`src/rtl/sp_eeprom_pkg.sv`:
```
package sp_eeprom_pkg;

    localparam int BYTE_W = 8;
    localparam logic [3:0] TYPE_ARRAY = 4'b1010;
    localparam logic [3:0] TYPE_LOCK  = 4'b0110;

    typedef enum logic [2:0] {
        ST_IDLE,
        ST_RX,
        ST_RXACK,
        ST_TX,
        ST_TXACK
    } phase_e;

    typedef enum logic [1:0] {
        K_SEL,
        K_ADDR,
        K_DATA
    } kind_e;

    typedef struct packed {
        logic [3:0] dtype;
        logic [2:0] ce;
        logic       rnw;
    } sel_t;

    // A data byte is refused under the hardware lock, or when the lower half
    // is locked and the target lies in it.
    function automatic logic write_blocked(input logic hi_half,
                                           input logic lock,
                                           input logic low_locked);
        return lock | (low_locked & ~hi_half);
    endfunction

endpackage

```
`src/rtl/sp_bus_sync.sv`:
```
module sp_bus_sync #(
    parameter int STAGES = 2
) (
    input  logic clk,
    input  logic rst,
    input  logic scl_raw,
    input  logic sda_raw,
    output logic scl_s,
    output logic sda_s,
    output logic ev_rise,
    output logic ev_fall,
    output logic ev_start,
    output logic ev_stop
);
    logic [STAGES-1:0] scl_p;
    logic [STAGES-1:0] sda_p;
    logic              scl_d;
    logic              sda_d;

    always_ff @(posedge clk) begin
        if (rst) begin
            scl_p <= '1;
            sda_p <= '1;
            scl_d <= 1'b1;
            sda_d <= 1'b1;
        end else begin
            scl_p <= {scl_p[STAGES-2:0], scl_raw};
            sda_p <= {sda_p[STAGES-2:0], sda_raw};
            scl_d <= scl_p[STAGES-1];
            sda_d <= sda_p[STAGES-1];
        end
    end

    assign scl_s    = scl_p[STAGES-1];
    assign sda_s    = sda_p[STAGES-1];
    assign ev_rise  = scl_s & ~scl_d;
    assign ev_fall  = ~scl_s & scl_d;
    assign ev_start = scl_s & scl_d & sda_d & ~sda_s;
    assign ev_stop  = scl_s & scl_d & ~sda_d & sda_s;

endmodule

```
`src/rtl/sp_byte_shift.sv`:
```
module sp_byte_shift #(
    parameter int W = 8
) (
    input  logic         clk,
    input  logic         rst,
    input  logic         rx_en,
    input  logic         rx_bit,
    input  logic         tx_load,
    input  logic [W-1:0] tx_val,
    input  logic         tx_en,
    output logic [W-1:0] rx_byte,
    output logic [W-1:0] tx_byte
);
    always_ff @(posedge clk) begin
        if (rst) begin
            rx_byte <= '0;
            tx_byte <= '0;
        end else begin
            if (rx_en)
                rx_byte <= {rx_byte[W-2:0], rx_bit};
            if (tx_load)
                tx_byte <= tx_val;
            else if (tx_en)
                tx_byte <= {tx_byte[W-2:0], 1'b0};
        end
    end

endmodule

```
`src/rtl/sp_eeprom_ctrl.sv`:
```
module sp_eeprom_ctrl
    import sp_eeprom_pkg::*;
#(
    parameter int ADDR_W      = 8,
    parameter int PAGE_W      = 4,
    parameter int SYNC_STAGES = 2
) (
    input  logic              clk,
    input  logic              rst,
    input  logic              scl_in,
    input  logic              sda_in,
    output logic              sda_oe,
    input  logic [2:0]        chip_sel,
    input  logic              wr_lock,
    input  logic              eng_busy,
    output logic              buf_we,
    output logic [ADDR_W-1:0] buf_addr,
    output logic [BYTE_W-1:0] buf_data,
    output logic              commit,
    output logic              mem_rd_en,
    output logic [ADDR_W-1:0] mem_rd_addr,
    input  logic [BYTE_W-1:0] mem_rd_data
);
    localparam logic [3:0] LAST_RX = 4'(BYTE_W);
    localparam logic [3:0] LAST_TX = 4'(BYTE_W - 1);

    logic scl_s, sda_s, ev_rise, ev_fall, ev_start, ev_stop;
    logic [BYTE_W-1:0] rx_byte, tx_byte;

    phase_e            st;
    kind_e             kind;
    logic [3:0]        cnt;
    logic [ADDR_W-1:0] addr_ctr;
    logic [ADDR_W-1:0] page_next;
    logic              is_read, tgt_lock, data_acked, prot_set, rd_pend;

    sp_bus_sync #(.STAGES(SYNC_STAGES)) u_sync (
        .clk(clk), .rst(rst), .scl_raw(scl_in), .sda_raw(sda_in),
        .scl_s(scl_s), .sda_s(sda_s), .ev_rise(ev_rise), .ev_fall(ev_fall),
        .ev_start(ev_start), .ev_stop(ev_stop)
    );

    logic active, rx_en, tx_en;
    assign active = ~eng_busy & ~ev_start & ~ev_stop;
    assign rx_en  = active && st == ST_RX && ev_rise && cnt < LAST_RX;
    assign tx_en  = active && st == ST_TX && ev_fall && cnt != LAST_TX;

    sp_byte_shift #(.W(BYTE_W)) u_shift (
        .clk(clk), .rst(rst), .rx_en(rx_en), .rx_bit(sda_s),
        .tx_load(rd_pend), .tx_val(mem_rd_data), .tx_en(tx_en),
        .rx_byte(rx_byte), .tx_byte(tx_byte)
    );

    generate
        if (PAGE_W >= ADDR_W) begin : g_flat
            assign page_next = addr_ctr + 1'b1;
        end else begin : g_paged
            assign page_next = {addr_ctr[ADDR_W-1:PAGE_W], addr_ctr[PAGE_W-1:0] + 1'b1};
        end
    endgenerate

    sel_t sel;
    logic sel_hit, data_ok;
    always_comb begin
        sel     = sel_t'(rx_byte);
        sel_hit = (sel.ce == chip_sel) &&
                  ((sel.dtype == TYPE_ARRAY) ||
                   (sel.dtype == TYPE_LOCK && !sel.rnw && !prot_set && !wr_lock));
        data_ok = tgt_lock || !write_blocked(addr_ctr[ADDR_W-1], wr_lock, prot_set);
    end

    always_ff @(posedge clk) begin
        if (rst) begin
            st          <= ST_IDLE;
            kind        <= K_SEL;
            cnt         <= '0;
            addr_ctr    <= '0;
            is_read     <= 1'b0;
            tgt_lock    <= 1'b0;
            data_acked  <= 1'b0;
            prot_set    <= 1'b0;
            rd_pend     <= 1'b0;
            sda_oe      <= 1'b0;
            buf_we      <= 1'b0;
            buf_addr    <= '0;
            buf_data    <= '0;
            commit      <= 1'b0;
            mem_rd_en   <= 1'b0;
            mem_rd_addr <= '0;
        end else begin
            buf_we    <= 1'b0;
            commit    <= 1'b0;
            mem_rd_en <= 1'b0;
            rd_pend   <= mem_rd_en;
            if (eng_busy) begin
                st     <= ST_IDLE;
                sda_oe <= 1'b0;
            end else if (ev_start) begin
                st         <= ST_RX;
                kind       <= K_SEL;
                cnt        <= '0;
                sda_oe     <= 1'b0;
                data_acked <= 1'b0;
            end else if (ev_stop) begin
                // the stop's own clock rise shifted one bit: slot after an ack
                if (st == ST_RX && kind == K_DATA && cnt == 4'd1 && data_acked) begin
                    if (tgt_lock) prot_set <= 1'b1;
                    else          commit   <= 1'b1;
                end
                st     <= ST_IDLE;
                sda_oe <= 1'b0;
            end else begin
                case (st)
                    ST_RX: begin
                        if (rx_en) begin
                            cnt <= cnt + 4'd1;
                        end else if (ev_fall && cnt == LAST_RX) begin
                            case (kind)
                                K_SEL: begin
                                    if (sel_hit) begin
                                        st       <= ST_RXACK;
                                        sda_oe   <= 1'b1;
                                        is_read  <= sel.rnw;
                                        tgt_lock <= (sel.dtype == TYPE_LOCK);
                                    end else begin
                                        st <= ST_IDLE;
                                    end
                                end
                                K_ADDR: begin
                                    st     <= ST_RXACK;
                                    sda_oe <= 1'b1;
                                    if (!tgt_lock) addr_ctr <= rx_byte[ADDR_W-1:0];
                                end
                                default: begin
                                    st     <= ST_RXACK;
                                    sda_oe <= data_ok;
                                    if (data_ok) begin
                                        data_acked <= 1'b1;
                                        if (!tgt_lock) begin
                                            buf_we   <= 1'b1;
                                            buf_addr <= addr_ctr;
                                            buf_data <= rx_byte;
                                            addr_ctr <= page_next;
                                        end
                                    end
                                end
                            endcase
                        end
                    end
                    ST_RXACK: begin
                        if (ev_rise && kind == K_SEL && is_read) begin
                            mem_rd_en   <= 1'b1;
                            mem_rd_addr <= addr_ctr;
                            addr_ctr    <= addr_ctr + 1'b1;
                        end else if (ev_fall) begin
                            cnt <= '0;
                            if (kind == K_SEL && is_read) begin
                                st     <= ST_TX;
                                sda_oe <= ~tx_byte[BYTE_W-1];
                            end else begin
                                st     <= ST_RX;
                                sda_oe <= 1'b0;
                                kind   <= (kind == K_SEL) ? K_ADDR : K_DATA;
                            end
                        end
                    end
                    ST_TX: begin
                        if (ev_fall) begin
                            if (cnt == LAST_TX) begin
                                st     <= ST_TXACK;
                                sda_oe <= 1'b0;
                            end else begin
                                cnt    <= cnt + 4'd1;
                                sda_oe <= ~tx_byte[BYTE_W-2];
                            end
                        end
                    end
                    ST_TXACK: begin
                        if (ev_rise) begin
                            if (!sda_s) begin
                                mem_rd_en   <= 1'b1;
                                mem_rd_addr <= addr_ctr;
                                addr_ctr    <= addr_ctr + 1'b1;
                            end else begin
                                st <= ST_IDLE;
                            end
                        end else if (ev_fall) begin
                            st     <= ST_TX;
                            cnt    <= '0;
                            sda_oe <= ~tx_byte[BYTE_W-1];
                        end
                    end
                    default: ;
                endcase
            end
        end
    end

endmodule

```
`config.mk`:
```
export PLATFORM = sky130hd
export DESIGN_NAME = sp_eeprom_ctrl
export DESIGN_NICKNAME = d
export VERILOG_FILES = /design/src/rtl/sp_eeprom_pkg.sv /design/src/rtl/sp_bus_sync.sv /design/src/rtl/sp_byte_shift.sv /design/src/rtl/sp_eeprom_ctrl.sv
export SDC_FILE = /design/constraint.sdc
export NUM_CORES = 1
export LEC_CHECK = 0
export BUFFER_PORTS_ARGS = -buffer_cell sky130_fd_sc_hd__buf_2
export CAP_MARGIN = 20
export CORE_ASPECT_RATIO = 1.5
export CORE_UTILIZATION = 40
export CTS_BUF_LIST = sky130_fd_sc_hd__clkbuf_16
export CTS_CLUSTER_DIAMETER = 120
export CTS_CLUSTER_SIZE = 8
export DETAILED_ROUTE_END_ITERATION = 10
export GPL_ROUTABILITY_DRIVEN = 0
export MAX_ROUTING_LAYER = met4
export REMOVE_ABC_BUFFERS = 1
export SLEW_MARGIN = 10
export SYNTH_ARGS = -nofsm -noshare
export SYNTH_HDL_FRONTEND = slang
export SYNTH_SLANG_ARGS = --single-unit
```
`constraint.sdc`:
```
create_clock -name clk -period 2.6 [get_ports clk]
set_clock_uncertainty 0.1 [all_clocks]
set_input_delay 0.52 -clock clk [delete_from_list [all_inputs] [get_ports clk]]
set_output_delay 0.52 -clock clk [all_outputs]
set_load 0.01 [all_outputs]
```
==> impl_metrics.ini <==
[critical_path]
ff2ff_path_depth = 5
critPathCaptureType = flip-flop
critPathMaxFanout = 16
reg2reg_from = st[1]
cp_data_arrival_time_ns = 2.39
path_class = reg -> reg
crit_start = st[1]
crit_end = addr_ctr[2]
cp-start-kind = flip-flop
cp.required_ns = 2.74
r2r_slack_ns = 0.35
rr_endpoint = addr_ctr[2]

[floorplanning]
ios = 45
fp.dieW_um = 80.9
die_h_um = 120
num_rows = 42
dieArea_sq_mm = 0.00974
coreArea_sq_mm = 0.00893
initial_utilization_pct = 41.8

[clocking]
cts_resized = 0
cts_hold_repair.buffers = 0
htreeDepth = 3
clock_latency_ns = 0.34
cts_root_buf = clkbuf_16
clk_pin_slew_ns = 0.06
cts_setup_buffers = 0
cts_buffers = 9
clock-sinks = 72
cts_buffer_depth = 2
tritoncts = yes

[drt]
postRouteAntennaNets = 0
wl_per_cell_um = 16.3
via_per_inst = 5.59
dr_total_vias = 3245
drt_iter0_markers = 225
finalWirelength_mm = 9.47
drc = 0
drt-pass1-iter-count = 5

[yosys]
synth_ff_type = dfxtp_1
yosys_warnings = 0
synth_cell_types = 69
syn_area_sq_mm = 0.00374
ys_seq_area_share_pct = 38.6
avgSynthCellArea_sq_um = 8.81
syn_inst = 424
async_reset_ff_share_pct = 0
synth-edff-count = 0
synth.top_cell.area_share_pct = 38.6
synth.largest_area_cell = dfxtp_1
ys_ff_latch = 72
yosys-top-cells-area = dfxtp_1 39%, mux2i_1 8.3%, nand2_1 5.4%

[timing]
finalSetupViolCount = 0
hold_violations = 0
fin_setup_tns_ns = 0
fmax_mhz = 444
rsz0062_at_grt = false
fin_ws_ns = 0.349
drv_slew = 0
tightestPinTransition_ns = 0.597
fin_crit_sh_pct = 86.6
period_needed_ns = 2.25
slew_headroom_pct = 60.1

[global_route]
grt_max_degree = 33
use_met1_pct = 24.5
first_global_vias = 3134
gr-max-usage-layer = met2
grt_pass1_wl_mm = 15.6
antenna_found_initial = 0
met3_usage_pct = 4.23
grt_overflow_total = 0
grt.met2_usage_pct = 36.1
track_usage_pct = 21.6

[finish]
drive_gt1_share_pct = 20.4
num-fill-cells = 892
fin_cells = 580
seq_area_sq_mm = 0.00144
multiInputGateArea_sq_mm = 0.00210
area_growth_pct = 16.2
insertedDiodeCount = 0
nNetsFinal = 489

[hold_path]
holdCritPathClass = in -> reg

[placement]
place_ws_ns = 0.377
place_hpwl_mm = 6.87
io_buffers = 44
dp.cells = 564

[power_and_ir_drop]
power_density_mw_per_mm2 = 583
static-leakage-power_nw = 1.64
ir_drop_mv = 0.432

[run_status]
status = finished clean

[job]
max_cap_viol_count = 0
-- routing by layer --
layer	vias to the layer above	part of all wire (%)
li1	1605	-
met1	1529	42
met2	88	52
met3	23	3.9
met4	0	2.9
met5	-	0
-- cells in the final DEF (no fill, tap or decap), types with 4 or more instances in the layout --
master,Yosys,routed
buf_4,2,10
ha_1,7,7
or3_1,4,4
inv_1,11,11
mux2i_1,31,31
a211oi_1,7,7
nand4b_1,4,4
nand3b_1,5,5
dfxtp_1,72,72
and2_1,4,4
or2_2,9,9
o311ai_0,4,4
nand2b_1,8,8
nor3_1,11,11
nand2_1,54,54
nand3_1,8,8
xor2_1,5,5
nor2b_1,9,9
nor2_1,33,33
a221oi_1,4,4
o211ai_1,4,4
o21ai_0,9,9
o31ai_1,5,5
xnor2_1,4,4
clkbuf_16,0,9
nand4_1,4,4
buf_2,8,44
a21oi_1,26,26
-- registers in the layout, indices dropped and copies added (netlist names), 2 cells and up --
| signal | count |
|---|---|
| addr_ctr | 8 |
| buf_addr | 8 |
| buf_data | 8 |
| mem_rd_addr | 8 |
| u_shift.rx_byte | 8 |
| u_shift.tx_byte | 8 |
| cnt | 4 |
| st | 3 |
| kind | 2 |
| u_sync.scl_p | 2 |
| u_sync.sda_p | 2 |
-- cell families after synthesis --
kind of cell,Yosys count,share of synthesized area [%]
buf+inv,35,5.12
fa+ha+maj,7,2.34
simple gates,185,27.5
mux,31,8.30
flops,72,38.6
xor+xnor,9,2.11
compound gates,85,16.1
-- area by class of cell --
type,instances,share of cell area (%)
Clock buffer,9,5.19
Timing Repair Buffer,54,6.80
Sequential cell,72,33.2
Inverter,11,0.951
Tap cell,110,3.17
Clock inverter,7,2.22
Multi-Input combinational cell,317,48.5
-- per-stage QoR --
stage	instance area (sq um)	total power [mW]	hold WS (ns)	util, %
CTS	4340	2.56	0.253	48.6
finish	4340	2.53	0.260	48.6
detailed placement	4020	1.23	0.298	45.0
floorplan	3590	1.18	0.289	-
global placement	4020	1.23	0.293	45.0
global route	4340	2.61	0.260	48.6
-- worst max-delay path, cell delays in order, from the launching register on --
cell and delay [ns]:
dfxtp_1 0.70, nand4bb_1 0.37, nor2_8 0.19, o211ai_4 0.13, or2_2 0.36, o31ai_1 0.30
-- how the worst min path moves through the flow --
stage	startpoint	endpoint	slack (ns)	depth (start not counted)
after floorplan	u_sync.scl_p[0]	u_sync.scl_p[1]	0.29	1
after global placement	u_sync.sda_p[0]	u_sync.sda_p[1]	0.29	1
after detailed placement	u_sync.sda_p[0]	u_sync.sda_p[1]	0.30	1
after CTS	sda_in	u_sync.sda_p[0]	0.25	2
after global routing	scl_in	u_sync.scl_p[0]	0.26	2
final	sda_in	u_sync.sda_p[0]	0.26	2
-- synth_stat cells, types with 4 or more instances --
master	n
xor2_1	5
clkbuf_1	9
buf_2	8
a221oi_1	4
xnor2_1	4
nand4_1	4
o311ai_0	4
o211ai_1	4
or2_2	9
nand4b_1	4
nor3_1	11
a21oi_1	26
or3_1	4
ha_1	7
a211oi_1	7
mux2i_1	31
nand3_1	8
o21ai_0	9
o31ai_1	5
inv_1	11
nand3b_1	5
dfxtp_1	72
and2_1	4
nor2_1	33
nand2_1	54
nor2b_1	9
nand2b_1	8
-- where the power goes --
group | internal, mW | switching [mW] | total, mW
Clock | 0.839 | 0.487 | 1.33
Sequential | 1.11 | 0.00571 | 1.11
Combinational | 0.0319 | 0.0593 | 0.0913
Total | 1.98 | 0.552 | 2.53
(Power assumes the default switching activity.)
